<file path="src/rtl/byte_pack_pkg.sv">
package byte_pack_pkg;
  typedef enum logic [0:0] {
    HS_IDLE = 1'b0,
    HS_HELD = 1'b1
  } hs_state_t;
endpackage

</file>
<file path="src/rtl/pk_sync.sv">
module pk_sync #(
  parameter int WIDTH  = 1,
  parameter int STAGES = 2
) (
  input  logic             clk,
  input  logic             rst_n,
  input  logic [WIDTH-1:0] d_async,
  output logic [WIDTH-1:0] q_sync
);
  for (genvar b = 0; b < WIDTH; b++) begin : g_bit
    logic [STAGES-1:0] chain;
    always_ff @(posedge clk or negedge rst_n) begin
      if (!rst_n) chain <= '0;
      else        chain <= {chain[STAGES-2:0], d_async[b]};
    end
    assign q_sync[b] = chain[STAGES-1];
  end
endmodule

</file>
<file path="src/rtl/pk_port_fsm.sv">
module pk_port_fsm
  import byte_pack_pkg::*;
#(
  parameter int DEPTH = 64,
  localparam int IDX_W = $clog2(DEPTH)
) (
  input  logic             clk,
  input  logic             rst_n,
  input  logic             strobe_s,
  input  logic             load_en,
  output logic             wr_en,
  output logic [IDX_W-1:0] wr_idx,
  output logic             block_filled,
  output logic             ack
);
  hs_state_t state_q, state_d;

  always_comb begin
    state_d = state_q;
    wr_en   = 1'b0;
    unique case (state_q)
      HS_IDLE: if (strobe_s && load_en) begin
        wr_en   = 1'b1;
        state_d = HS_HELD;
      end
      HS_HELD: if (!strobe_s) state_d = HS_IDLE;
      default: state_d = HS_IDLE;
    endcase
  end

  assign block_filled = wr_en && (wr_idx == IDX_W'(DEPTH - 1));

  always_ff @(posedge clk or negedge rst_n) begin
    if (!rst_n) begin
      state_q <= HS_IDLE;
      wr_idx  <= '0;
    end else begin
      state_q <= state_d;
      if (wr_en) wr_idx <= block_filled ? '0 : wr_idx + 1'b1;
    end
  end

  assign ack = (state_q == HS_HELD);
endmodule

</file>
<file path="src/rtl/pk_byte_buf.sv">
module pk_byte_buf #(
  parameter int DEPTH      = 64,
  parameter int WORD_BYTES = 4,
  localparam int IDX_W  = $clog2(DEPTH),
  localparam int WORDS  = DEPTH / WORD_BYTES,
  localparam int WIDX_W = $clog2(WORDS)
) (
  input  logic                    clk,
  input  logic                    wr_en,
  input  logic [IDX_W-1:0]        wr_idx,
  input  logic [7:0]              wr_byte,
  input  logic [WIDX_W-1:0]       rd_word,
  output logic [WORD_BYTES*8-1:0] rd_data
);
  logic [7:0] mem [DEPTH];

  always_ff @(posedge clk) begin
    if (wr_en) mem[wr_idx] <= wr_byte;
  end

  for (genvar l = 0; l < WORD_BYTES; l++) begin : g_lane
    localparam int HI = (WORD_BYTES - l) * 8 - 1;
    logic [IDX_W-1:0] addr;
    assign addr = {rd_word, {($clog2(WORD_BYTES)){1'b0}}} + IDX_W'(l);
    assign rd_data[HI -: 8] = mem[addr];
  end
endmodule

</file>
<file path="src/rtl/pk_read_seq.sv">
module pk_read_seq #(
  parameter int WORDS = 16,
  localparam int WIDX_W = $clog2(WORDS)
) (
  input  logic              clk,
  input  logic              rst_n,
  input  logic              block_filled,
  input  logic              word_ready,
  output logic              holding,
  output logic              block_ready,
  output logic              word_last,
  output logic [WIDX_W-1:0] rd_word
);
  logic accept, last_word;

  assign accept    = holding && word_ready;
  assign last_word = (rd_word == WIDX_W'(WORDS - 1));
  assign word_last = holding && last_word;

  always_ff @(posedge clk or negedge rst_n) begin
    if (!rst_n) begin
      holding     <= 1'b0;
      block_ready <= 1'b0;
      rd_word     <= '0;
    end else begin
      if (block_filled) begin
        holding     <= 1'b1;
        block_ready <= 1'b1;
      end else begin
        if (accept) block_ready <= 1'b0;
        if (accept && last_word) holding <= 1'b0;
      end
      if (accept) rd_word <= last_word ? '0 : rd_word + 1'b1;
    end
  end
endmodule

</file>
<file path="src/rtl/byte_word_packer.sv">
module byte_word_packer #(
  parameter int DEPTH      = 64,
  parameter int WORD_BYTES = 4,
  parameter int SYNC_STAGES = 2,
  localparam int IDX_W  = $clog2(DEPTH),
  localparam int WORDS  = DEPTH / WORD_BYTES,
  localparam int WIDX_W = $clog2(WORDS)
) (
  input  logic                    clk,
  input  logic                    rst_n,
  input  logic                    hash_done,
  input  logic [7:0]              port_data,
  input  logic                    port_valid,
  output logic                    port_ack,
  output logic [WORD_BYTES*8-1:0] word_data,
  output logic                    word_valid,
  input  logic                    word_ready,
  output logic                    word_last,
  output logic                    block_ready
);
  logic              valid_s;
  logic              wr_en, block_filled, holding;
  logic [IDX_W-1:0]  wr_idx;
  logic [WIDX_W-1:0] rd_word;

  pk_sync #(.WIDTH(1), .STAGES(SYNC_STAGES)) u_sync (
    .clk(clk), .rst_n(rst_n), .d_async(port_valid), .q_sync(valid_s)
  );

  pk_port_fsm #(.DEPTH(DEPTH)) u_fsm (
    .clk(clk), .rst_n(rst_n), .strobe_s(valid_s),
    .load_en(hash_done && !holding),
    .wr_en(wr_en), .wr_idx(wr_idx), .block_filled(block_filled), .ack(port_ack)
  );

  pk_byte_buf #(.DEPTH(DEPTH), .WORD_BYTES(WORD_BYTES)) u_buf (
    .clk(clk), .wr_en(wr_en), .wr_idx(wr_idx), .wr_byte(port_data),
    .rd_word(rd_word), .rd_data(word_data)
  );

  pk_read_seq #(.WORDS(WORDS)) u_rd (
    .clk(clk), .rst_n(rst_n), .block_filled(block_filled), .word_ready(word_ready),
    .holding(holding), .block_ready(block_ready), .word_last(word_last),
    .rd_word(rd_word)
  );

  assign word_valid = holding;
endmodule

</file>
<file path="config.mk">
export PLATFORM = sky130hd
export DESIGN_NAME = byte_word_packer
export DESIGN_NICKNAME = d
export VERILOG_FILES = /design/src/rtl/byte_pack_pkg.sv /design/src/rtl/pk_sync.sv /design/src/rtl/pk_port_fsm.sv /design/src/rtl/pk_byte_buf.sv /design/src/rtl/pk_read_seq.sv /design/src/rtl/byte_word_packer.sv
export SDC_FILE = /design/constraint.sdc
export NUM_CORES = 1
export LEC_CHECK = 0
export ABC_AREA = 0
export BUFFER_PORTS_ARGS = -buffer_cell sky130_fd_sc_hd__buf_4
export CAP_MARGIN = 20
export CORE_MARGIN = 2
export CORE_UTILIZATION = 50
export DETAILED_ROUTE_END_ITERATION = 12
export PLACE_DENSITY = 0.73
export SLEW_MARGIN = 0
export SYNTH_ARGS = -nofsm -noshare
export SYNTH_HDL_FRONTEND = slang
export SYNTH_HIERARCHICAL = 1
export SYNTH_SLANG_ARGS = --single-unit
</file>
<file path="constraint.sdc">
create_clock -name clk -period 6.9 [get_ports clk]
set_input_delay 1.38 -clock clk [delete_from_list [all_inputs] [get_ports clk]]
set_output_delay 1.38 -clock clk [all_outputs]
set_load 0.005 [all_outputs]
</file>
==> metrics, run 1 <==
Post-Synthesis Cells=943; crit path max-delay cell type=dfrtp_4; startpoint types=flip-flop; layout cell share with drive strength beyond 1=0.2605; max_cap viols=0; clock root buffer=clkbuf_16; initial DRC count=906; top cells by count, synth=edfxtp_1, mux4_2, a22oi_1; Vias/cell=between 6 and 7; area leader, netlist=edfxtp_1; Residual DRC=0; # IOs=between 40 and 50; Setup WS pre-CTS=2.719 ns; Slew headroom=0.2056; final setup vio count=0; post-CTS setup buffer count=0; CP peak stage delay=1.04 ns; CTS Sinks=527; hpwl dp=between 20 and 25 mm; number of flops mapped to enable cells by yosys=512; Tcrit/Tclk final=0.6872; initial core utilization=0.5074; Avg Inst Size Synth=21.43 um^2; Final ANT Viol Nets=0; Crit Path Category=reg -> out; fin crit period=4.742 ns; Synth warnings=6; total CTS buffers=52; H-tree levels=2; Arr. time, crit path=around 3.4 ns; Hold EP=u_sync/g_bit[0].chain[1]; Final WS setup=between 2 and 2.5 ns; dpl cell area=21160 um^2; peak ir drop on the vdd network=0.2111 mV; status=finished, final reports clean; die area=42040 um^2; HP Start=u_sync/g_bit[0].chain[0]; sequential area share after synthesis=0.7794; Synth Flop Type=edfxtp_1; final net count=1027; clk slew on worst S/H paths=0.06 ns; RSZ-0062 raised after global routing=no; Slew @ Worst Pin=between 1 and 1.5 ns; Die W=205.0 um; Synth top area share=0.7608; count leader, synth=edfxtp_1; GRT Util Overall=0.2070; area grow syn2layout=12.41%; placer congestion estimate=0.7835; power per cell area=approximately 280 nW/um^2; Post-Syn Area=20210 um^2; Port Buffers=48; Hold Vio Cnt, Final=0; Post-CTS Hold Buffers=0; vias in the first global route=10050; Hold Crit Class=reg -> reg; Max Transition Viols Final=0; routed wire length=41.79 mm; setup TNS=0 ns; Crit path max-delay family=flip-flops; Initial DRT Pass Iterations=5; aggregate global routing overflow=0; Max Buffers Root-to-Sink=3; clk_skew=0.01424 ns; fin area=22720 um^2; flop-to-flop setup slack=between 4 and 5 ns; RR Endpoint=u_buf/mem[6][0]; Critical R2R Launch=u_rd/holding; Yosys cell types=41; data required time of the worst path=~5.5 ns; cells on worst reg2reg path=6; cts repair resizes=0; DR WL/cell=26.50 um; CP cell instances=buf_12, mux4_2, a22oi_1, nand2_1, buf_4; Synth Register Bits=~530; largest net degree at the start of global routing=65; initial antenna violation count=0; critical path endpoint category=output pin; Clk Latency, worst-skew pair=0.58 ns; Max Clk Rate=210.9 MHz; first-pass GRT wire length=63.22 mm; Via Count=9710; ys async rst share=0.02846; net count after synthesis=958; Min Hold Slack=0.3793 ns; DIE HEIGHT=roughly 210 um; Synth area leaders=edfxtp_1, mux4_2, a22oi_1; Util after Layout=0.5704; critical path peak fanout=50; buffer and inverter count on the worst path=2; hold depth=0; core region area=39820 um^2; TritonCTS clock tree=yes; diode count=0; Leakage=approximately 7.0 nW; # rows=73
[cell usage in the layout, fill, tap and decap left out, drive strengths merged]
| cell | synthesis | routed |
|---|---|---|
| o41ai | 1 | 1 |
| inv | 3 | 5 |
| o21a | 1 | 1 |
| a21oi | 3 | 3 |
| nand2 | 49 | 49 |
| bufinv | 0 | 1 |
| a21o | 3 | 3 |
| or3 | 1 | 1 |
| nor2 | 63 | 63 |
| mux4 | 128 | 128 |
| xnor2 | 3 | 3 |
| nand2b | 2 | 2 |
| nor3 | 6 | 6 |
| clkbuf | 24 | 72 |
| mux2 | 1 | 1 |
| nand3 | 9 | 9 |
| o211ai | 1 | 1 |
| nor2b | 7 | 7 |
| and3 | 1 | 1 |
| nand4 | 2 | 2 |
| a22oi | 64 | 64 |
| dfrtp | 15 | 15 |
| nor3b | 1 | 1 |
| clkinvlp | 0 | 1 |
| and3b | 1 | 1 |
| o31ai | 2 | 2 |
| nand4b | 1 | 1 |
| edfxtp | 512 | 512 |
| clkinv | 0 | 18 |
| nand3b | 4 | 4 |
| o21ai | 3 | 3 |
| and2 | 2 | 2 |
| or3b | 2 | 2 |
| buf | 26 | 65 |
| ha | 2 | 2 |
[state kept, by name (all words and copies together) (netlist names)]
signal and count:
u_buf/mem 512, u_fsm/ack 1, u_fsm/wr_idx 6, u_rd/block_ready 1, u_rd/holding 1, u_rd/rd_word 4
u_sync/g_bit.chain 2
[through the flow]
stage | power, mW | instances
6_report | 6.461 | 1577
5_1_grt | 6.661 | 1577
4_1_cts | 6.507 | 1577
3_5_place_dp | 3.920 | 1483
3_3_place_gp | 3.907 | 1479
2_1_floorplan | 3.803 | 943
[report_power, final]
| group | total (mW) | internal, mW | leakage [nW] | switching (mW) |
|---|---|---|---|---|
| Clock | 2.61 | 1.47 | 0.759 | 1.13 |
| Combinational | 0.237 | 0.0799 | 1.42 | 0.157 |
| Sequential | 3.62 | 3.56 | 4.79 | 0.0609 |
[layer usage]
metal	vias to the layer above	routed length [um]	global-route usage
met3	86	2861	0.03977
met2	394	20420	0.3250
met1	5170	17270	0.2952
met5	-	46	0.008333
met4	2	1188	0.06937
li1	4058	-	-
[worst reg2reg max path, stage by stage (launching register included)]
cell and delay, ns:
dfrtp_1 0.51, nor2b_4 0.21, nand3b_4 0.12, inv_2 0.18
nor3b_1 0.29, nand2_1 0.22, nor2_1 0.88
[kinds of logic (layout without fill, tap and decap cells)]
logic type	after synthesis	count (layout)	synth area share
AND/OR/NAND/NOR	151	151	0.03393
XOR/XNOR	3	3	0.001300
multiplexers	129	129	0.1434
AO/OA/AOI/OAI	78	78	0.02842
adder cells (fa/ha/maj)	2	2	0.001238
flip-flops	527	527	0.7794
buffers and inverters	53	162	0.01232
[worst max path at each step]
stage / slack [ns] / depth (start not counted) / startpoint / to
4_1_cts: 2.09 / 5 / u_rd/rd_word[0] / word_data[30]
2_1_floorplan: 3.77 / 6 / hash_done / u_buf/mem[0][0]
5_1_grt: 1.90 / 5 / u_rd/rd_word[0] / word_data[30]
3_3_place_gp: 2.70 / 5 / u_rd/rd_word[0] / word_data[30]
3_5_place_dp: 2.72 / 5 / u_rd/rd_word[0] / word_data[30]
6_report: 2.16 / 5 / u_rd/rd_word[0] / word_data[30]
[cell type report]
cell class / count / area [um^2]
fill: 2951 / 17110
sequential: 527 / 15760
multi-input combinational: 363 / 4217
clock buffer: 72 / 1428
tap: 525 / 656.9
timing repair buffer: 65 / 515.5
clock inverter: 22 / 130.1
inverter: 3 / 11.26
(Power assumes the default switching activity.)
==> run 2: changes to the inputs <==
==> constraint.sdc (replaced) <==
create_clock -name clk -period 4.8 [get_ports clk]
set_input_delay 0.96 -clock clk [delete_from_list [all_inputs] [get_ports clk]]
set_output_delay 0.96 -clock clk [all_outputs]
set_load 0.005 [all_outputs]
==> metrics, run 2 (same netlist as run 1, synthesis figures left out) <==
routed wire length=41.89 mm; TritonCTS clock tree=yes; hpwl dp=23.56 mm; clk_skew=~0.011 ns; flop-to-flop setup slack=1.99 ns; post-CTS setup buffer count=0; Via Count=between 9000 and 10000; Initial DRT Pass Iterations=5; registers with the most flip-flops=u_buf/mem: 512 flops, u_fsm/wr_idx: 6 flops, u_rd/rd_word: 4 flops; Slew @ Worst Pin=1.156 ns; clk slew on worst S/H paths=approximately 0.060 ns; # IOs=49; critical path peak fanout=46; Vias/cell=6.168; Leakage=7.022 nW; H-tree levels=2; Arr. time, crit path=approximately 2.9 ns; diode count=0; RSZ-0062 raised after global routing=no; Residual DRC=0; most frequent cells in the layout=edfxtp_1, mux4_2, a22oi_1; GRT Util Overall=0.2041; max_cap viols=0; Crit Path Category=reg -> out; max reg flops=512; FF/Latch Area=approximately 16000 um^2; Tcrit/Tclk final=0.8076; core region area=39820 um^2; power per cell area=416.4 nW/um^2; setup TNS=0 ns; # rows=73; FILL cells=around 2900; RR Endpoint=u_buf/mem[2][2]; Final ANT Viol Nets=0; fin crit period=3.876 ns; final net count=1026; Die W=205.0 um; Critical R2R Launch=u_rd/holding; status=finished, final reports clean; first-pass GRT wire length=slightly above 60 mm; data required time of the worst path=approximately 3.8 ns; Clk Latency, worst-skew pair=0.57 ns; Largest Register=u_buf/mem; clock root buffer=clkbuf_16; DR WL/cell=~27 um; Port Buffers=48; final setup vio count=0; Slew headroom=0.2260; DIE HEIGHT=205.0 um; cts repair resizes=0; initial core utilization=0.5074; die area=42040 um^2; placer congestion estimate=0.7819; area grow syn2layout=12.98%; critical path endpoint category=output pin; Post-CTS Hold Buffers=0; initial antenna violation count=0; Max Clk Rate=258.0 MHz; aggregate global routing overflow=0; vias in the first global route=9733; peak ir drop on the vdd network=0.2948 mV; Hold Vio Cnt, Final=0; Max Transition Viols Final=0; Max Buffers Root-to-Sink=3; layout cell share with drive strength beyond 1=0.2605; largest net degree at the start of global routing=76; most common cell after layout, fill and taps aside=edfxtp_1; Util after Layout=0.5733; initial DRC count=905; Hold Crit Class=in -> async; startpoint types=flip-flop; cells on worst reg2reg path=6; multi-input logic area=4217 um^2; total CTS buffers=52; CTS Sinks=around 530
-- run 2: changes by cell type in the layout (fill, tap and decap cells not counted), moves of 3 or more --
cell and change:
clkbuf_1 -6, bufinv_16 +5, buf_12 +4, buf_6 -4
clkbuf_8 -3, clkinv_1 +3
-- run 2: per-layer routing --
layer | GRT usage | routed length, um | up-vias
li1 | - | - | 4053
met4 | 0.06064 | 967 | 0
met1 | 0.2856 | 16960 | 5124
met2 | 0.3283 | 20600 | 443
met5 | 0 | 0 | -
met3 | 0.04216 | 3364 | 83
-- run 2: layout make-up --
type	count	area share
clock buffer	63	0.05973
clock inverter	28	0.01238
inverter	3	0.0004932
multi-input combinational	363	0.1847
sequential	527	0.6902
tap	525	0.02877
timing repair buffer	64	0.02378
-- run 2: critical path: stages, from the launching register on --
cell     delay (ns)
dfrtp_4        0.69
buf_12         0.38
mux4_2         0.57
a22oi_1        0.33
nand2_1        0.15
buf_4          0.16
-- run 2: per-stage QoR --
step / setup WS (ns) / power (mW) / cells / hold slack (ns) / instance area, um^2
after floorplan: 2.086 / 5.467 / 943 / 0.3312 / 20210
after detailed placement: 1.501 / 5.641 / 1481 / 0.4050 / 21180
after global placement: 1.479 / 5.623 / 1481 / 0.4109 / 21180
final: 0.9237 / 9.506 / 1573 / 0.2386 / 22830
after global routing: 0.7445 / 9.777 / 1573 / 0.2337 / 22830
after CTS: 0.8877 / 9.580 / 1572 / 0.2201 / 22820
-- run 2: worst max path at each step --
stage | startpoint | endpoint | slack (ns) | depth (start not counted)
2_1_floorplan | hash_done | u_buf/mem[0][0] | 2.09 | 6
3_3_place_gp | u_rd/rd_word[0] | word_data[23] | 1.48 | 5
3_5_place_dp | hash_done | u_buf/mem[2][2] | 1.50 | 7
4_1_cts | u_rd/rd_word[0] | word_data[23] | 0.89 | 5
5_1_grt | u_rd/rd_word[0] | word_data[2] | 0.74 | 5
6_report | u_rd/rd_word[0] | word_data[2] | 0.92 | 5
-- run 2: power breakdown --
part,internal (mW),switching (mW),total (mW),leakage [nW]
combinational,0.116,0.234,0.349,1.43
clock,2.33,1.63,3.96,0.802
sequential,5.11,0.0886,5.20,4.79
